$ cat src/rtl/event_irq_pkg.sv
package event_irq_pkg;
  localparam int unsigned BCD_W    = 8;
  localparam int unsigned N_FIELD  = 5;
  localparam int unsigned N_SRC    = 3;
  localparam int unsigned N_PSEL   = 4;
  localparam int unsigned EN_LSB   = 1;
  localparam int unsigned FLAG_LSB = 4;
  localparam int unsigned MASK_LSB = 0;
  localparam logic [BCD_W-1:0] WILDCARD = {BCD_W{1'b1}};

  typedef enum int unsigned {
    SRC_PULSE = 0,
    SRC_ALARM = 1,
    SRC_TIMER = 2
  } src_e;

  typedef enum int unsigned {
    F_CS = 0, F_SEC = 1, F_MIN = 2, F_HR = 3, F_DATE = 4
  } field_e;

  typedef logic [N_FIELD-1:0][BCD_W-1:0] time_vec_t;
endpackage

$ cat src/rtl/alarm_match.sv
module alarm_match
  import event_irq_pkg::*;
(
  input  logic      clk_i,
  input  logic      rst_ni,
  input  logic      tick_i,
  input  logic      en_i,
  input  time_vec_t now_i,
  input  time_vec_t alarm_i,
  output logic      hit_o
);
  logic [N_FIELD-1:0] field_ok;
  logic match, match_q;

  for (genvar i = 0; i < N_FIELD; i++) begin : g_field
    assign field_ok[i] = (alarm_i[i] == WILDCARD) || (alarm_i[i] == now_i[i]);
  end

  assign match = en_i & (&field_ok);

  // match state only advances on update ticks
  always_ff @(posedge clk_i or negedge rst_ni) begin
    if (!rst_ni)     match_q <= 1'b0;
    else if (tick_i) match_q <= match;
  end

  assign hit_o = tick_i & match & ~match_q;
endmodule

$ cat src/rtl/pulse_select.sv
module pulse_select
  import event_irq_pkg::*;
(
  input  logic              tick_i,
  input  logic              en_i,
  input  logic              standby_i,
  input  logic [N_PSEL-1:0] sel_i,
  input  logic [BCD_W-1:0]  cs_i,
  input  logic [BCD_W-1:0]  sec_i,
  output logic              hit_o
);
  localparam int unsigned DIGIT_W = BCD_W / 2;

  logic [N_PSEL-1:0] boundary;
  logic sel_valid;

  assign boundary[0] = 1'b1;
  assign boundary[1] = (cs_i[DIGIT_W-1:0] == '0);
  assign boundary[2] = (cs_i == '0);
  assign boundary[3] = (cs_i == '0) && (sec_i == '0);

  assign sel_valid = (sel_i != '0) && ((sel_i & (sel_i - 1'b1)) == '0);
  assign hit_o     = tick_i & en_i & ~standby_i & sel_valid & (|(sel_i & boundary));
endmodule

$ cat src/rtl/flag_bank.sv
module flag_bank
  import event_irq_pkg::*;
(
  input  logic             clk_i,
  input  logic             rst_ni,
  input  logic [N_SRC-1:0] set_i,
  input  logic             wr_i,
  input  logic [N_SRC-1:0] keep_i,
  input  logic [N_SRC-1:0] mask_wdata_i,
  input  logic             standby_i,
  output logic [N_SRC-1:0] flag_o,
  output logic [N_SRC-1:0] mask_o,
  output logic             irq_no
);
  logic [N_SRC-1:0] active;

  for (genvar i = 0; i < N_SRC; i++) begin : g_src
    localparam bit STBY_OK = (i == int'(SRC_ALARM));

    always_ff @(posedge clk_i or negedge rst_ni) begin
      if (!rst_ni) begin
        flag_o[i] <= 1'b0;
        mask_o[i] <= 1'b0;
      end else begin
        if (set_i[i])  flag_o[i] <= 1'b1;
        else if (wr_i) flag_o[i] <= flag_o[i] & keep_i[i];
        if (wr_i)      mask_o[i] <= mask_wdata_i[i];
      end
    end

    assign active[i] = flag_o[i] & mask_o[i] & (STBY_OK | ~standby_i);
  end

  assign irq_no = ~(|active);
endmodule

$ cat src/rtl/event_irq_unit.sv
module event_irq_unit
  import event_irq_pkg::*;
(
  input  logic             clk_i,
  input  logic             rst_ni,
  input  logic             tick_i,
  input  logic             tmr_wrap_i,
  input  logic             standby_i,
  input  logic [7:0]       ctrl_i,
  input  logic [3:0]       pulse_sel_i,
  input  logic [7:0]       now_cs_i,
  input  logic [7:0]       now_sec_i,
  input  logic [7:0]       now_min_i,
  input  logic [7:0]       now_hr_i,
  input  logic [7:0]       now_date_i,
  input  logic [7:0]       alm_cs_i,
  input  logic [7:0]       alm_sec_i,
  input  logic [7:0]       alm_min_i,
  input  logic [7:0]       alm_hr_i,
  input  logic [7:0]       alm_date_i,
  input  logic             flag_wr_i,
  input  logic [7:0]       flag_wdata_i,
  output logic [7:0]       status_o,
  output logic             irq_no
);
  time_vec_t        now_v, alm_v;
  logic [N_SRC-1:0] en, set, flag, mask;

  assign now_v[F_CS]   = now_cs_i;
  assign now_v[F_SEC]  = now_sec_i;
  assign now_v[F_MIN]  = now_min_i;
  assign now_v[F_HR]   = now_hr_i;
  assign now_v[F_DATE] = now_date_i;
  assign alm_v[F_CS]   = alm_cs_i;
  assign alm_v[F_SEC]  = alm_sec_i;
  assign alm_v[F_MIN]  = alm_min_i;
  assign alm_v[F_HR]   = alm_hr_i;
  assign alm_v[F_DATE] = alm_date_i;

  assign en = ctrl_i[EN_LSB +: N_SRC];

  pulse_select u_pulse (
    .tick_i    (tick_i),
    .en_i      (en[SRC_PULSE]),
    .standby_i (standby_i),
    .sel_i     (pulse_sel_i),
    .cs_i      (now_cs_i),
    .sec_i     (now_sec_i),
    .hit_o     (set[SRC_PULSE])
  );

  alarm_match u_alarm (
    .clk_i   (clk_i),
    .rst_ni  (rst_ni),
    .tick_i  (tick_i),
    .en_i    (en[SRC_ALARM]),
    .now_i   (now_v),
    .alarm_i (alm_v),
    .hit_o   (set[SRC_ALARM])
  );

  assign set[SRC_TIMER] = tmr_wrap_i & en[SRC_TIMER];

  flag_bank u_flags (
    .clk_i        (clk_i),
    .rst_ni       (rst_ni),
    .set_i        (set),
    .wr_i         (flag_wr_i),
    .keep_i       (flag_wdata_i[FLAG_LSB +: N_SRC]),
    .mask_wdata_i (flag_wdata_i[MASK_LSB +: N_SRC]),
    .standby_i    (standby_i),
    .flag_o       (flag),
    .mask_o       (mask),
    .irq_no       (irq_no)
  );

  always_comb begin
    status_o = '0;
    status_o[FLAG_LSB +: N_SRC] = flag;
    status_o[MASK_LSB +: N_SRC] = mask;
  end
endmodule

$ cat config.mk
export PLATFORM = sky130hd
export DESIGN_NAME = event_irq_unit
export DESIGN_NICKNAME = d
export VERILOG_FILES = /design/src/rtl/event_irq_pkg.sv /design/src/rtl/alarm_match.sv /design/src/rtl/pulse_select.sv /design/src/rtl/flag_bank.sv /design/src/rtl/event_irq_unit.sv
export SDC_FILE = /design/constraint.sdc
export NUM_CORES = 1
export LEC_CHECK = 0
export ABC_AREA = 1
export CORE_MARGIN = 2
export CORE_UTILIZATION = 40
export CTS_CLUSTER_SIZE = 12
export DETAILED_ROUTE_END_ITERATION = 8
export DONT_BUFFER_PORTS = 1
export SYNTH_ARGS = -nofsm -noshare
export SYNTH_HDL_FRONTEND = slang
export SYNTH_SLANG_ARGS = --single-unit
$ cat constraint.sdc
create_clock -name clk_i -period 1.1 [get_ports clk_i]
set_clock_uncertainty 0.1 [all_clocks]
set_input_delay 0.33 -clock clk_i [delete_from_list [all_inputs] [get_ports clk_i]]
set_output_delay 0.33 -clock clk_i [all_outputs]
set_load 0.01 [all_outputs]
[Yosys cells after proc, flatten, opt, wreduce, memory -nomap -nowiden]
Index checks and enable logic that the tools add are counted.
Storage, ports and cells
  output and inout port bits: 9
  register bits after elaboration: 7
  bits of input ports: 106
  logic and storage cells: 63
  latch bits: 0
  memories: 0
  memory bits (read-only): 0
  memory bits (writable): 0
Operators by class
  equality and inequality tests: 10
  multiplexer cells: 6
  shift-type cells: 0
  $lt $le $gt $ge: 0
  bitwise gates (word level): 21
  reduce and logical (&&, ||, !) cells: 18
  add/subtract/negate cells: 1
  div/mod/pow operators: 0
  multiply operators: 0
Operator list (number)
  8-bit equality test: 5
  8-bit equality test, second input constant: 5
  1-bit bitwise AND: 16
  8-bit logical NOT: 2
  4-bit bitwise AND: 2
  4-bit logical NOT: 2
  1-bit two-way mux: 6
  2-bit nonzero test: 3
  1-bit logical OR: 5
  5-bit AND reduction: 1
  4-bit nonzero test: 1
  4-bit OR reduction: 1
  4-bit by 1-bit subtractor with 4-bit output, second input constant: 1
  1-bit NOT: 3
  3-bit OR reduction: 1
  1-bit logical AND: 2

[Logic depth before layout (Yosys ltp)]
Gate-level depths: netlist (run 1).
  depth in word-level cells: 7
  gate-level depth with buffers: 11
  gate-level depth less buffers: 11

[Modules after synthesis]
From an unflattened synthesis (run 1), not the netlist that was laid out.
Unflattened totals
  cells, all modules: 233
  area total of the unflattened synthesis: 1224.9 µm²
By module, submodules not included
  alarm_match: area each 794.5 µm², times used 1, seq. area each 25.0 µm², cells an instance 162
  flag_bank: area each 256.5 µm², times used 1, seq. area each 150.1 µm², cells an instance 32
  pulse_select: area each 147.6 µm², times used 1, seq. area each 0.0 µm², cells an instance 34
  event_irq_unit: area each 26.3 µm², times used 1, seq. area each 0.0 µm², cells an instance 5

[Worst setup path before layout (run 1)]
No wires, ideal clock.
  path type: register to output
  start: register u_flags.flag_o[2]
  end: output irq_no
  stages on the path, launching flop included: 4
  path slack: -0.064 ns
  data required time: 0.670 ns
  arrival time: 0.734 ns
  path buffers: 0
  cell sequence: dfrtp_1 -> nand2_1 -> a21oi_1 -> a21oi_1
Between the ends
  longest elaborated chain between the ends: 4
RTL lines
  from (decl): line flag_bank.sv:11  | output logic [N_SRC-1:0] flag_o,
  from (signal, indexed assignment): line flag_bank.sv:26  | else if (wr_i) flag_o[i] <= flag_o[i] & keep_i[i];
  1-bit bitwise AND (2 in a row): line flag_bank.sv:31  | assign active[i] = flag_o[i] & mask_o[i] & (STBY_OK | ~standby_i);
  3-bit OR reduction: line flag_bank.sv:34  | assign irq_no = ~(|active);
  1-bit NOT: line flag_bank.sv:34
  to (decl): line event_irq_unit.sv:24  | output logic irq_no
No other way between the ends.

[Worst setup path after layout (run 1)]
Same ends and word-level chain as after synthesis.

==> results of run 1 <==
==> power by group <==
group	internal, W	switching (W)	leakage, nW
Combinational	0.000207	0.000139	0.591
Sequential	0.000274	0.0000103	0.0896
Clock	0.000138	0.0000824	0.0150
Total	0.000619	0.000231	0.695
==> flip-flops by register name, indices dropped and copies added (netlist names) <==
| register | count |
|---|---|
| u_flags.mask_o | 3 |
| u_flags.flag_o | 3 |
| u_alarm.match_q | 1 |
==> cells in the mapped netlist <==
cell type / count / share of area
or2_2: 1 / 0.0056
inv_1: 24 / 0.080
o21ai_1: 1 / 0.0044
xnor2_1: 30 / 0.23
nor2_1: 18 / 0.060
a21oi_1: 2 / 0.0089
nand2_1: 90 / 0.30
buf_4: 2 / 0.013
nand3_1: 6 / 0.027
nor3b_1: 1 / 0.0067
a211oi_1: 1 / 0.0067
nand4_1: 6 / 0.033
nor2_2: 1 / 0.0056
inv_2: 1 / 0.0033
o21ai_0: 3 / 0.013
conb_1: 1 / 0.0033
dfrtp_1: 7 / 0.16
a21oi_2: 1 / 0.0078
nor4_1: 3 / 0.017
nor3_1: 1 / 0.0044
or2_0: 2 / 0.011
==> stage by stage <==
step           hold slack (ns)  setup WS (ns)    util  total power (W)  TNS (ns)
6_report               0.07504        -0.2574  0.5078        0.0008502    -1.065
5_1_grt                0.06456        -0.3069  0.5078        0.0009283    -1.366
4_1_cts                0.06531        -0.2598  0.4681        0.0008230   -0.9217
3_5_place_dp          -0.06544        -0.1636  0.4520        0.0005821   -0.3850
3_3_place_gp          -0.06543        -0.1242  0.4520        0.0005696   -0.3069
2_1_floorplan         -0.06559       -0.01980       -        0.0005333  -0.05283
==> area by class of cell <==
class | count | area (um2) | share of cell area
multi-input combinational | 169 | 957.2 | 0.6955
sequential | 7 | 175.2 | 0.1273
inverter | 25 | 93.84 | 0.06818
timing repair buffer | 9 | 85.08 | 0.06182
tap | 31 | 38.79 | 0.02818
clock buffer | 4 | 26.28 | 0.01909
==> layer usage <==
| layer | share of wire | wire (um) |
|---|---|---|
| met1 | 0.34 | 901 |
| met2 | 0.55 | 1484 |
| met3 | 0.11 | 300 |
| met4 | 0 | 0 |
| met5 | 0 | 0 |
==> worst max-delay path by stage <==
stage | cells after the start | endpoint | start | slack (ns)
5_1_grt | 3 | irq_no | u_flags.mask_o[0] | -0.31
3_3_place_gp | 9 | u_flags.flag_o[1] | now_cs_i[1] | -0.12
6_report | 3 | irq_no | u_flags.flag_o[2] | -0.26
2_1_floorplan | 9 | u_flags.flag_o[1] | alm_hr_i[2] | -0.02
3_5_place_dp | 9 | u_flags.flag_o[1] | alm_cs_i[6] | -0.16
4_1_cts | 3 | irq_no | u_flags.flag_o[0] | -0.26
==> cells by family after synthesis <==
| logic type | after synthesis |
|---|---|
| flops | 7 |
| buf+inv | 27 |
| simple gates | 129 |
| compound gates | 8 |
| other cells | 1 |
| xor+xnor | 30 |
==> timing repair <==
action | 4_1_cts | 5_1_grt
setup endpoints to repair | 7 | 9
endpoints found under the hold margin | 7 | 0
cloned | 0 | 0
setup buffers | 0 | 2
hold buffers | 1 | 0
resized for setup | 2 | 13
pin swaps | 0 | 5
==> results.md, run 1 <==
- Status: finished with violations
- Failing checks: setup timing
- Critical Path, Cell by Cell: nand2_1, a21oi_2, a21oi_2
- Horiz. Die Dim: 57.06 um
- FP Rows: 19
- Yosys warns: 0
- Synth Area in Simple Gates: 0.4700
- GP Congestion: 0.7535
- CP Capture Type: output pin
- Max clock buf depth: 2
- Mapped Area: 0.001126 mm2
- Initial antenna violation count: 0
- Placed instance area: 0.001225 mm2
- Multiplexer area fraction after synthesis: 0
- FF-to-FF End: u_flags.flag_o[0]
- Power per cell area: 617.7 mW/mm2
- WL final: 2686 um
- Final hold violations: 0
- Post-Synth Adder-Cell Area: 0
- Critical Path Most Common Cell: a21oi_2
- 1st-iter DRT viols: 34
- Commonest non-fill, non-tap cell in the layout: nand2_1
- CORE AREA: 0.002710 mm2
- GR Layer Usage met2: 0.2890
- Detailed placer's ending HPWL: 2378 um
- N_diodes: 0
- Tot GR Track Use: 0.1433
- Vias in the first global route: 1,101
- TritonCTS Buffers: 3
- Initial Util: 0.4155
- CP top delay family: flip-flops
- Placed insts: 238
- Mean post-synth cell area: 5.575 um2
- DRC viols: 0
- Antenna Violating Nets Remaining: 0
- Clk slew on worst S/H paths: 0.05 ns
- CTS tree: built
- Via count: 1,242
- Worst hold stages: 1
- CP Launch Type: register
- Leakage power: 0.6952 nW
- Die area: 0.003256 mm2
- Largest family of logic cells by synthesized area: simple AND/OR/NAND/NOR gates
- Sink Count: 7
- Fmax: 736.7 MHz
- Reg-to-Reg Start: u_flags.flag_o[0]
- First-pass GRT wire length: 3857 um
- Area Overhead vs Synth: 22.22%
- Fin cells: 245
- Grt met3 use: 0.04762
- DR vias/cell: 5.069
- Post-Synth XOR/XNOR Area: 0.2333
- Root Driver: clkbuf_4
- Critical path required time: 0.67 ns
- Critical Path Max Stage Delay: 0.38 ns
- WHS Endpoint: u_alarm.match_q
- WP data arrival: 0.93 ns
- Max-Cap Viols: 0
- IO Count: 115
- WS Path Type: reg2out
- Layout cell share with drive strength beyond 1: 0.1308
- Commonest non-fill, non-tap cells in the layout: 90 x nand2_1, 23 x inv_1, 21 x xnor2_1
- CP max FO: 2
- Cells after Synth: 202
- Worst-Skew Late Latency: 0.24 ns
- R2R depth: 4
- Min-Delay Path Class: in2reg
- CP bufs+invs: 0
- Critical-path top delay cell: dfrtp_1
- Design area: 0.001376 mm2
- Fin. max-slew vios: 0
- Fill cells: 288
- Sequential area share after synthesis: 0.1556
- FF+latch count, synth: 7
- Router iterations before antenna repair: 4
- Final Critical Period: 1.357 ns
- Final-stage net count: 321
- Routed wire per std cell: 10.96 um
- Chip height: 57.06 um
- Number of setup violations in the final report: 7
- Count of input and output buffers: 0
- H-tree depth: 1
- Largest net degree at the start of global routing: 8
- GRT overflow: 0
- RSZ-0062 raised after global routing: yes
- Worst min-delay path startpoint: tick_i
- Gr busiest metal: met2
- Setup ws final: -0.2574 ns
- Period utilization: 1.234
- GR Layer Usage met1: 0.1387
- Reg2reg setup slack: 0.14 ns
- Peak supply drop: 573.1 uV
- Synth cell types: 21
- Synth Area in Compound Gates: 0.04111
Power figures use the tool's default switching activity.
==> run 2: changes to the inputs <==
--- a/config.mk
+++ b/config.mk
@@ -11,6 +11,7 @@
 export CTS_CLUSTER_SIZE = 12
 export DETAILED_ROUTE_END_ITERATION = 8
 export DONT_BUFFER_PORTS = 1
+export PLACE_DENSITY = 0.63
 export SYNTH_ARGS = -nofsm -noshare
 export SYNTH_HDL_FRONTEND = slang
 export SYNTH_SLANG_ARGS = --single-unit
==> run 2 against run 1 <==
Effect of this change: largest cell class unchanged; the flow still finishes with violations (setup timing); clock power rose by 7%; global-route usage grew 1.2 points; via count fell by 4.8%; final area is 5.5% lower.
==> results.md, run 2 (same netlist as run 1, synthesis figures left out) <==
- Status: finished with violations
- Failing checks: setup timing
- Router iterations before antenna repair: 4
- N_diodes: 0
- Sink Count: 7
- Die area: 0.003256 mm2
- GR Layer Usage met2: 0.2939
- Vias in the first global route: 1,128
- Power per cell area: 645.3 mW/mm2
- CTS tree: built
- Final hold violations: 0
- Regs by FF count: u_flags.flag_o: 3 flops, u_flags.mask_o: 3 flops, u_alarm.match_q: 1 flops
- CP Capture Type: output pin
- Chip height: 57.06 um
- CP Launch Type: register
- H-tree depth: 1
- Critical path required time: 0.67 ns
- Critical Path, Cell by Cell: nand2_1, a21oi_2, a21oi_2
- Routed wire per std cell: 10.40 um
- Max clock buf depth: 2
- R2R depth: 4
- Critical Path Most Common Cell: a21oi_2
- Setup ws final: -0.2728 ns
- Leakage power: 0.6590 nW
- TritonCTS Buffers: 3
- Area Overhead vs Synth: 15.56%
- Antenna Violating Nets Remaining: 0
- CP max FO: 2
- FF-to-FF End: u_flags.flag_o[2]
- Period utilization: 1.248
- Fin. max-slew vios: 0
- WL final: 2549 um
- Commonest non-fill, non-tap cell in the layout: nand2_1
- Layout cell share with drive strength beyond 1: 0.1028
- Commonest non-fill, non-tap cells in the layout: 89 x nand2_1, 27 x xnor2_1, 23 x inv_1
- Final Critical Period: 1.373 ns
- Fin cells: 245
- Tot GR Track Use: 0.1556
- Detailed placer's ending HPWL: 2323 um
- WHS Endpoint: u_alarm.match_q
- Clk slew on worst S/H paths: 0.05 ns
- WP data arrival: 0.94 ns
- Horiz. Die Dim: 57.06 um
- Grt met3 use: 0.04989
- Critical-path top delay cell: dfrtp_1
- FP Rows: 19
- Number of setup violations in the final report: 7
- Initial antenna violation count: 0
- Gr busiest metal: met2
- GR Layer Usage met1: 0.1669
- CP bufs+invs: 0
- Final setup TNS: -1.138 ns
- CP top delay family: flip-flops
- Min-Delay Path Class: in2reg
- GP Congestion: 0.6844
- Reg-to-Reg Start: u_flags.flag_o[2]
- DRC viols: 0
- Count of input and output buffers: 0
- Largest net degree at the start of global routing: 8
- Critical Path Max Stage Delay: 0.38 ns
- Worst-Skew Late Latency: 0.25 ns
- First-pass GRT wire length: 4174 um
- Fmax: 728.4 MHz
- Peak supply drop: 716.2 uV
- Worst hold stages: 1
- Reg2reg setup slack: 0.11 ns
- DR vias/cell: 4.829
- Initial Util: 0.4155
- Worst min-delay path startpoint: tick_i
- 1st-iter DRT viols: 30
- Via count: 1,183
- IO Count: 115
- CORE AREA: 0.002710 mm2
- Max-Cap Viols: 0
- GRT overflow: 0
- Final-stage net count: 321
- RSZ-0062 raised after global routing: yes
- WHS: 0.06428 ns
- WS Path Type: reg2out
- Root Driver: clkbuf_4
- Placed insts: 238
-- run 2: metrics by stage --
step | util | area, um2 | worst slack (ns) | total power, W
4_1_cts | 0.4723 | 1280 | -0.2714 | 0.0008417
5_1_grt | 0.4801 | 1301 | -0.3312 | 0.0009091
3_5_place_dp | 0.4520 | 1225 | -0.1549 | 0.0005795
3_3_place_gp | 0.4520 | 1225 | -0.1413 | 0.0005748
2_1_floorplan | - | 1156 | -0.01980 | 0.0005333
6_report | 0.4801 | 1301 | -0.2728 | 0.0008396
-- run 2: worst max path at each step --
stage                            from  slack, ns                end  depth (start not counted)
detailed placement       alm_sec_i[1]      -0.15  u_flags.flag_o[1]                          9
global route        u_flags.mask_o[2]      -0.33             irq_no                          3
floorplan                 alm_hr_i[2]      -0.02  u_flags.flag_o[1]                          9
global placement         alm_sec_i[4]      -0.14  u_flags.flag_o[1]                          9
finish              u_flags.mask_o[2]      -0.27             irq_no                          3
CTS                 u_flags.mask_o[0]      -0.27             irq_no                          3
-- run 2: per-layer routing --
layer  wire [um]  up-vias  share of wire
met5           0        -              0
met4           0        0              0
met3         323        0           0.13
met2        1322       62           0.52
met1         904      482           0.35
li1            -      639              -
-- run 2: final cells by class --
cell class              count  area, um2
repair buffers              9      88.84
inverters                  25      93.84
clock buffers               4      26.28
flip-flops and latches      7      175.2
well taps                  31      38.79
fillers                   317       1409
multi-input cells         169      878.3
-- run 2: repair_timing --
action	4_1_cts	5_1_grt
pin swaps	1	3
setup buffers	1	1
resized for setup	3	4
hold buffers	1	0
endpoints found under the setup margin	7	7
hold endpoints to repair	7	0
-- run 2: power breakdown --
part / total (W) / switching (W) / internal [W]
Combinational: 0.000320 / 0.000133 / 0.000187
Sequential: 0.000285 / 0.0000111 / 0.000274
Clock: 0.000235 / 0.0000964 / 0.000139
